--- src/rtl/kwd_pkg.sv ---
package kwd_pkg;

  // Service key bytes, in the order they must be written.
  localparam logic [7:0] KEY_FIRST  = 8'h55;
  localparam logic [7:0] KEY_SECOND = 8'hAA;

  // Strobes from control to datapath; at most one of advance/clearCnt acts.
  typedef struct packed {
    logic advance;   // count one tick
    logic clearCnt;  // force the counter to zero
    logic latchSel;  // capture the pending timeout selection
    logic fire;      // timeout reached: pulse and set the sticky flag
  } wdStrobes_t;

endpackage

--- src/rtl/kwd_ctrl.sv ---
module kwd_ctrl
  import kwd_pkg::*;
(
  input  logic       clk,
  input  logic       rstN,
  input  logic       enable,
  input  logic       tickEn,
  input  logic       svcWrite,
  input  logic [7:0] svcData,
  input  logic       atTerminal,
  output wdStrobes_t strobes
);

  typedef enum logic {KEY_IDLE, KEY_ARMED} keyState_t;

  keyState_t keyState, keyNext;
  logic      svcDone;
  logic      isFirst;
  logic      isSecond;

  assign isFirst  = (svcData == KEY_FIRST);
  assign isSecond = (svcData == KEY_SECOND);

  // A service completes only on a second key directly after an armed first key.
  assign svcDone = enable && svcWrite && (keyState == KEY_ARMED) && isSecond;

  always_comb begin
    keyNext = keyState;
    if (!enable) begin
      keyNext = KEY_IDLE;
    end else if (svcWrite) begin
      keyNext = isFirst ? KEY_ARMED : KEY_IDLE;
    end
  end

  always_ff @(posedge clk or negedge rstN) begin
    if (!rstN) keyState <= KEY_IDLE;
    else       keyState <= keyNext;
  end

  // Service outranks a terminal tick in the same clock.
  always_comb begin
    strobes.fire     = enable && tickEn && atTerminal && !svcDone;
    strobes.advance  = enable && tickEn && !atTerminal && !svcDone;
    strobes.latchSel = svcDone;
    strobes.clearCnt = !enable || svcDone || strobes.fire;
  end

  assert_disable_clears_key_R10: assert property (@(posedge clk) disable iff (!rstN)
    !enable |=> keyState == KEY_IDLE);

  assert_first_key_arms_R8: assert property (@(posedge clk) disable iff (!rstN)
    (enable && svcWrite && svcData == KEY_FIRST) |=> keyState == KEY_ARMED);

  assert_other_write_disarms_R8: assert property (@(posedge clk) disable iff (!rstN)
    (enable && svcWrite && svcData != KEY_FIRST) |=> keyState == KEY_IDLE);

  assert_key_holds_without_write_R8: assert property (@(posedge clk) disable iff (!rstN)
    (enable && !svcWrite) |=> $stable(keyState));

endmodule

--- src/rtl/kwd_datapath.sv ---
module kwd_datapath
  import kwd_pkg::*;
#(
  parameter int CNT_W     = 24,
  parameter int SHORT_EXP = 9,
  parameter int LONG_EXP  = 18,
  parameter int EXP_STEP  = 2
) (
  input  logic       clk,
  input  logic       rstN,
  input  wdStrobes_t strobes,
  input  logic       rangeSel,
  input  logic [1:0] stepSel,
  output logic       atTerminal,
  output logic       resetReq,
  output logic       timeoutFlag
);

  localparam int SEL_W   = 3;
  localparam int N_SEL   = 1 << SEL_W;
  localparam int MAX_EXP = LONG_EXP + EXP_STEP * 3;

  initial begin
    if (MAX_EXP > CNT_W) $error("counter too narrow for the longest timeout");
  end

  logic [CNT_W-1:0] cnt;
  logic [SEL_W-1:0] selApplied;
  logic [CNT_W-1:0] termTable [N_SEL];
  logic [CNT_W-1:0] termValue;

  // Terminal value (divide count minus one) for each selection code.
  for (genvar g = 0; g < N_SEL; g++) begin : gTerm
    localparam int E = ((g >= 4) ? LONG_EXP : SHORT_EXP) + EXP_STEP * (g % 4);
    assign termTable[g] = {CNT_W{1'b1}} >> (CNT_W - E);
  end

  assign termValue  = termTable[selApplied];
  assign atTerminal = (cnt == termValue);

  always_ff @(posedge clk or negedge rstN) begin
    if (!rstN)                 cnt <= '0;
    else if (strobes.clearCnt) cnt <= '0;
    else if (strobes.advance)  cnt <= cnt + 1'b1;
  end

  always_ff @(posedge clk or negedge rstN) begin
    if (!rstN)                 selApplied <= '0;
    else if (strobes.latchSel) selApplied <= {rangeSel, stepSel};
  end

  always_ff @(posedge clk or negedge rstN) begin
    if (!rstN) begin
      resetReq    <= 1'b0;
      timeoutFlag <= 1'b0;
    end else begin
      resetReq    <= strobes.fire;
      timeoutFlag <= timeoutFlag | strobes.fire;
    end
  end

  assert_pulse_single_R4: assert property (@(posedge clk) disable iff (!rstN)
    resetReq |=> !resetReq);

  assert_restart_after_pulse_R4: assert property (@(posedge clk) disable iff (!rstN)
    resetReq |-> cnt == '0);

  assert_count_in_range_R4: assert property (@(posedge clk) disable iff (!rstN)
    cnt <= termValue);

  assert_flag_sticky_R5: assert property (@(posedge clk) disable iff (!rstN)
    timeoutFlag |=> timeoutFlag);

  assert_count_holds_R6: assert property (@(posedge clk) disable iff (!rstN)
    (!strobes.advance && !strobes.clearCnt) |=> $stable(cnt));

  assert_sel_held_R9: assert property (@(posedge clk) disable iff (!rstN)
    !strobes.latchSel |=> $stable(selApplied));

endmodule

--- src/rtl/keyed_watchdog.sv ---
module keyed_watchdog
  import kwd_pkg::*;
#(
  parameter int CNT_W     = 24,
  parameter int SHORT_EXP = 9,
  parameter int LONG_EXP  = 18,
  parameter int EXP_STEP  = 2
) (
  input  logic       clk,
  input  logic       rstN,
  input  logic       tickEn,
  input  logic       wdEnable,
  input  logic       rangeSel,
  input  logic [1:0] stepSel,
  input  logic       svcWrite,
  input  logic [7:0] svcData,
  output logic       resetReq,
  output logic       timeoutFlag
);

  wdStrobes_t strobes;
  logic       atTerminal;

  kwd_ctrl u_ctrl (
    .clk        (clk),
    .rstN       (rstN),
    .enable     (wdEnable),
    .tickEn     (tickEn),
    .svcWrite   (svcWrite),
    .svcData    (svcData),
    .atTerminal (atTerminal),
    .strobes    (strobes)
  );

  kwd_datapath #(
    .CNT_W     (CNT_W),
    .SHORT_EXP (SHORT_EXP),
    .LONG_EXP  (LONG_EXP),
    .EXP_STEP  (EXP_STEP)
  ) u_dp (
    .clk         (clk),
    .rstN        (rstN),
    .strobes     (strobes),
    .rangeSel    (rangeSel),
    .stepSel     (stepSel),
    .atTerminal  (atTerminal),
    .resetReq    (resetReq),
    .timeoutFlag (timeoutFlag)
  );

  assert_disabled_quiet_R10: assert property (@(posedge clk) disable iff (!rstN)
    !wdEnable |=> !resetReq);

endmodule

--- config.mk ---
export PLATFORM = sky130hd
export DESIGN_NAME = keyed_watchdog
export DESIGN_NICKNAME = d
export VERILOG_FILES = /design/src/rtl/kwd_pkg.sv /design/src/rtl/kwd_ctrl.sv /design/src/rtl/kwd_datapath.sv /design/src/rtl/keyed_watchdog.sv
export SDC_FILE = /design/constraint.sdc
export NUM_CORES = 1
export LEC_CHECK = 0
export BUFFER_PORTS_ARGS = -buffer_cell sky130_fd_sc_hd__buf_4
export CAP_MARGIN = 20
export CORE_MARGIN = 2
export CORE_UTILIZATION = 53
export DETAILED_ROUTE_END_ITERATION = 8
export PLACE_DENSITY = 0.82
export SLEW_MARGIN = 20
export SYNTH_ARGS = -nofsm -noshare
export SYNTH_HDL_FRONTEND = slang
export SYNTH_SLANG_ARGS = --single-unit
--- constraint.sdc ---
create_clock -name clk -period 2.2 [get_ports clk]
set_input_delay 0.44 -clock clk [delete_from_list [all_inputs] [get_ports clk]]
set_output_delay 0.44 -clock clk [all_outputs]
set_load 0.1 [all_outputs]
==> After elaboration in Yosys (flattened, before gate mapping) <==
Memories as Yosys holds them, arrays and structs flattened.
Cells that the tools add are included.
{ "classes": {"n_addsub": 1, "order_cmp": 1, "eq_ne": 4, "mux": 7, "bitwise": 2, "n_reduce_logical": 14} }
{ "op_table": {"columns": ["operator", "n"], "rows": [
  ["$mux W24", 4],
  ["$add A24 B1 Y24 const B", 1],
  ["$eq A24 B24 Y1", 1],
  ["$eq A8 B7 Y1 const B", 1],
  ["$eq A8 B8 Y1 const B", 1],
  ["$logic_and A1 B1 Y1", 8],
  ["$ge A4 B4 Y1 const B", 1],
  ["$not A3 Y4", 1],
  ["$logic_not A1 Y1", 3],
  ["$mux W1", 3],
  ["$logic_or A1 B1 Y1", 2],
  ["$ne A2 B1 Y1 const B", 1],
  ["$reduce_bool A2 Y1", 1],
  ["$or A1 B1 Y1", 1]
]} }
{ "totals": {"reg_bits": 30, "mem_bits_ro": 192, "output_inout_bits": 2, "elab_cells": 35, "mem_count": 1} }
{ "memory_table": {"columns": ["memory", "words", "word_bits", "read_ports", "rd_clocked_by_memory_dff", "write_ports", "line", "text"], "rows": [
  ["(no name shown)", 8, 24, 1, 0, 0, "kwd_datapath.sv:38", "assign termValue = termTable[selApplied];"]
]} }

==> Longest topological paths before layout <==
{ "depth": {"word_depth": 10, "mapped_depth": 7} }

==> Cells and area by module <==
A second synthesis with hierarchy kept.
{ "hier_totals": {"hier_cells": 186, "area_unflattened_um2": 1795.5} }
{ "by_module_without_submodules": {"columns": ["module", "instances", "cells_per_inst", "area_per_inst_um2", "seq_area_each_um2"], "rows": [
  ["kwd_datapath", 1, 170, 1646.6, 725.7],
  ["kwd_ctrl", 1, 16, 148.9, 25.0]
]} }

==> Worst setup path after synthesis <==
No wires, ideal clock.
{ "synth_path": {"path_type": "register to register", "startpoint": "reg u_dp.selApplied[1]", "endpoint": "reg u_dp.cnt[1]", "t_arrival_ps": 1915, "t_required_ps": 2079, "setup_slack_ps": 164, "stages_incl_launch_ff": 7, "synth_period_minus_slack_ps": 2036, "path_cell_list": "dfrtp_1 > buf_2 > a311oi_1 > a21oi_1 > a2111o_1 > or4_4 > a22o_1"} }
{ "synth_between": {"elab_chain_len": 9} }
{ "synth_lines": {"columns": ["element", "line", "text"], "rows": [
  ["start: declaration", "kwd_datapath.sv:28", "logic [SEL_W-1:0] selApplied;"],
  ["start signal: assignment", "kwd_datapath.sv:49", "else if (strobes.latchSel) selApplied <= {rangeSel, stepSel};"],
  ["$not A3 Y4 (not written as such) *", "kwd_datapath.sv:38", null],
  ["$mem_v2 Z8 W24 *", null, null],
  ["$mux W24 (not written as such) * (2 in a row)", "kwd_datapath.sv:38", null],
  ["$eq A24 B24 Y1 *", "kwd_datapath.sv:39", "assign atTerminal = (cnt == termValue);"],
  ["$logic_and A1 B1 Y1 or $logic_not A1 Y1 (tied branches)", "kwd_ctrl.sv:43, kwd_ctrl.sv:44", null],
  ["$logic_and A1 B1 Y1, on equally long branches", "kwd_ctrl.sv:43, kwd_ctrl.sv:44", null],
  ["$logic_or A1 B1 Y1 or $logic_and A1 B1 Y1 (tied branches)", "kwd_ctrl.sv:46, kwd_ctrl.sv:44", null],
  ["$mux W24 or $reduce_bool A2 Y1 (tied branches)", null, null],
  ["end signal: assignment", "kwd_datapath.sv:44", "else if (strobes.advance) cnt <= cnt + 1'b1;"],
  ["end: declaration", "kwd_datapath.sv:27", "logic [CNT_W-1:0] cnt;"]
]} }
Every way passes the cells marked *; elsewhere a longest branch is shown, timed or not. The select of a mux whose other input is x is not followed.
A chain may end at the register's enable or synchronous reset.

==> Final worst setup path <==
{ "layout_path": {"startpoint": "reg u_dp.selApplied[2]", "endpoint": "reg u_dp.cnt[1]"} }
The elaborated chain is that of the path after synthesis.

==> run metrics <==
hold_buf cts=0; GRT Overall Usage=0.224; synth cell count leaders=dfrtp_1, nor3_1, nor2_1, xnor2_1, clkbuf_1; Avg Cell Area, Syn=9.24 um^2; critical path class=flip-flop to flip-flop; Top delay family on crit path=compound AO/OA/AOI/OAI gates; Routed WL per cell=15.6 um; nets=235; port buffer count=17; initial antenna violation count=0; Layout area overhead=13.0%; Seq cells post-synth=30; chip height=63.2 um; Worst-Skew Late Latency=0.32 ns; vias in the first global route=1560; Worst Skew=0.00646 ns; reg2reg start=u_dp.selApplied[2]$_DFFE_PN0P_; final worst-path cycle share=0.946; synthesis warning total=0; setup tns final=0 ns; # diodes=0; endpoint type of the worst setup path=flip-flop; clock sinks=30; Area contributors post-synth=dfrtp_1, xnor2_1, nor3_1, xor2_1, nor2_1; Yosys top cell by area=dfrtp_1; critical path depth in cells=5; final setup fails=0; Critical Path RT=2.41 ns; Syn Inst Count=201; residual DRC count=0; Setup crit start=u_dp.selApplied[2]$_DFFE_PN0P_; Post-Synthesis Net Count=218; Starting Density=0.552; fin area=2100 um^2; cells on worst reg2reg path=5; ys flop type=dfrtp_1; most frequent cell after synthesis=dfrtp_1; core footprint=3360 um^2; Cell Area, Placed=2030 um^2; DR vias=1608; Power Density=459 nW/um^2; H-tree Lvls=2; Slew Viols, Final=0; crit path max fanout=7; EDFF count, synth=0; CP peak stage delay=0.55 ns; # IOs=18; outcome=finished clean; # Max-Cap Violations=0; layout cells sized above 1=0.196; Setup crit start kind=flip-flop; GRT Residual Overflow=0; Slew HR=0.720; Detail Route Antenna Nets=0; Detailed Place HPWL=2.89 mm; Finished Core Util=0.624; VDD IR max=271 uV; Iteration-0 DRC Markers=123; final WL=4.14 mm; post-layout power=0.964 mW; post-synth cell types=46; Final Hold Viols=0; Hold WS=0.0243 ns; Fmax achieved=481 MHz; area fraction of the dominant cell type after synthesis=0.404; Tmin final=2.08 ns; register area share after synthesis=0.404; CTS tree=done; Pleak=0.918 nW; drt pass-1 iters=4; Worst Hold Class=input pin to async pin; CP bufs+invs=0; Final Wtd Congestion=0.827; CP arrival=2.29 ns; CTS Buf Count=5; Die W=63.2 um; DIE AREA=4000 um^2; row cnt=21; Crit-path slowest cell=or4_4; clock-pin slew on the worst setup and hold paths=0.09 ns; number of vias per cell=6.07; CTS Root Buffer Type=clkbuf_4; mapped cell area=1860 um^2; CTS Buffer Depth=2; first-pass GRT wire length=6.93 mm; Tightest Pin Transition=0.418 ns; post-CTS sizing=0; largest net degree at the start of global routing=31; worst path cell trace=a311oi_1 > a21oi_1 > a2111o_1 > or4_4 > a22o_1; Synth async-reset ratio=1.00; unrepaired setup endpoints after global routing=no
-- layout by cell type, fill, tap and decap left out, drive strengths merged --
cell | Yosys | routed
nand2b | 2 | 2
ha | 1 | 1
xor2 | 9 | 9
nand3 | 11 | 11
o31ai | 2 | 2
and4 | 5 | 5
a2111o | 1 | 1
nand3b | 1 | 1
dfrtp | 30 | 30
nand2 | 7 | 7
clkbuf | 11 | 7
o2111ai | 1 | 1
or3 | 1 | 1
a21oi | 4 | 4
o311ai | 1 | 1
a22o | 3 | 3
nor4b | 3 | 3
o21ai | 4 | 4
clkinv | 0 | 1
inv | 2 | 2
mux2 | 3 | 3
and4bb | 2 | 2
nor3b | 2 | 2
a31oi | 2 | 2
nor2b | 1 | 1
and4b | 1 | 1
xnor2 | 14 | 14
mux2i | 1 | 1
a311oi | 2 | 2
or4 | 2 | 2
nor4 | 7 | 7
a21o | 2 | 2
nor4bb | 2 | 2
nor3 | 24 | 24
nand4 | 8 | 8
and3 | 6 | 6
nor2 | 14 | 14
buf | 6 | 27
and2 | 3 | 3
-- path summary, 6_finish.rpt --
kind	to	slack, ns
max	u_dp.cnt[1]$_DFFE_PN0P_	0.12
min	u_ctrl.keyState$_DFFE_PN0P_	0.02
max reg2reg	u_dp.cnt[1]$_DFFE_PN0P_	0.12
min reg2reg	u_dp.timeoutFlag$_DFF_PN0_	0.50
max in group asynchronous	u_dp.cnt[6]$_DFFE_PN0P_	1.90
min in group clk	u_dp.selApplied[2]$_DFFE_PN0P_	0.34
-- stage by stage --
step	std cells	worst slack (ns)
3_3_place_gp	256	0.136
4_1_cts	264	0.0768
6_report	265	0.119
5_1_grt	265	0.0135
2_1_floorplan	201	0.164
3_5_place_dp	256	0.0991
-- metal layers --
metal / vias to the layer above / GRT usage / share of wire / wire (um)
met5: - / 0 / 0 / 0
met4: 0 / 0.0842 / 0.0080 / 33
met3: 4 / 0.0554 / 0.065 / 268
met2: 48 / 0.364 / 0.49 / 2020
met1: 779 / 0.288 / 0.44 / 1810
li1: 777 / - / - / -
-- power by group --
group	internal, mW	switching (mW)	total [mW]
sequential	0.554	0.00399	0.558
combinational	0.0305	0.0367	0.0672
clock	0.155	0.184	0.339
-- state kept, by name (all words and copies together) (netlist names) --
signal,count
u_ctrl.keyState,1
u_dp.cnt,24
u_dp.resetReq,1
u_dp.selApplied,3
u_dp.timeoutFlag,1
-- cell families (layout without fill, tap and decap cells) --
kind of cell,count (synthesis),count (layout),share of synthesized area
XOR/XNOR,23,23,0.108
AND/OR/NAND/NOR,102,102,0.324
adder cells (fa/ha/maj),1,1,0.00673
flip-flops,30,30,0.404
multiplexers,4,4,0.0236
AO/OA/AOI/OAI,22,22,0.0869
buffers and inverters,19,37,0.0465
-- layout make-up --
type                            count  area [um^2]
Sequential cell                    30          751
Fill cell                         302         1260
Multi-Input combinational cell    152         1020
Inverter                            2         7.51
Timing Repair Buffer               27          203
Tap cell                           46         57.6
Clock buffer                        7         55.1
Clock inverter                      1         5.00
-- worst register-to-register path: stages (launching register included) --
cell and delay [ns]:
dfrtp_1 0.47, a311oi_1 0.29, a21oi_1 0.07, a2111o_1 0.39
or4_4 0.55, a22o_1 0.20
-- timing repair --
action                                 CTS  global route
setup endpoints to repair                0             2
setup buffers                            0             1
endpoints found under the hold margin    0             0
Note: power is estimated with default switching activity, not from simulation.
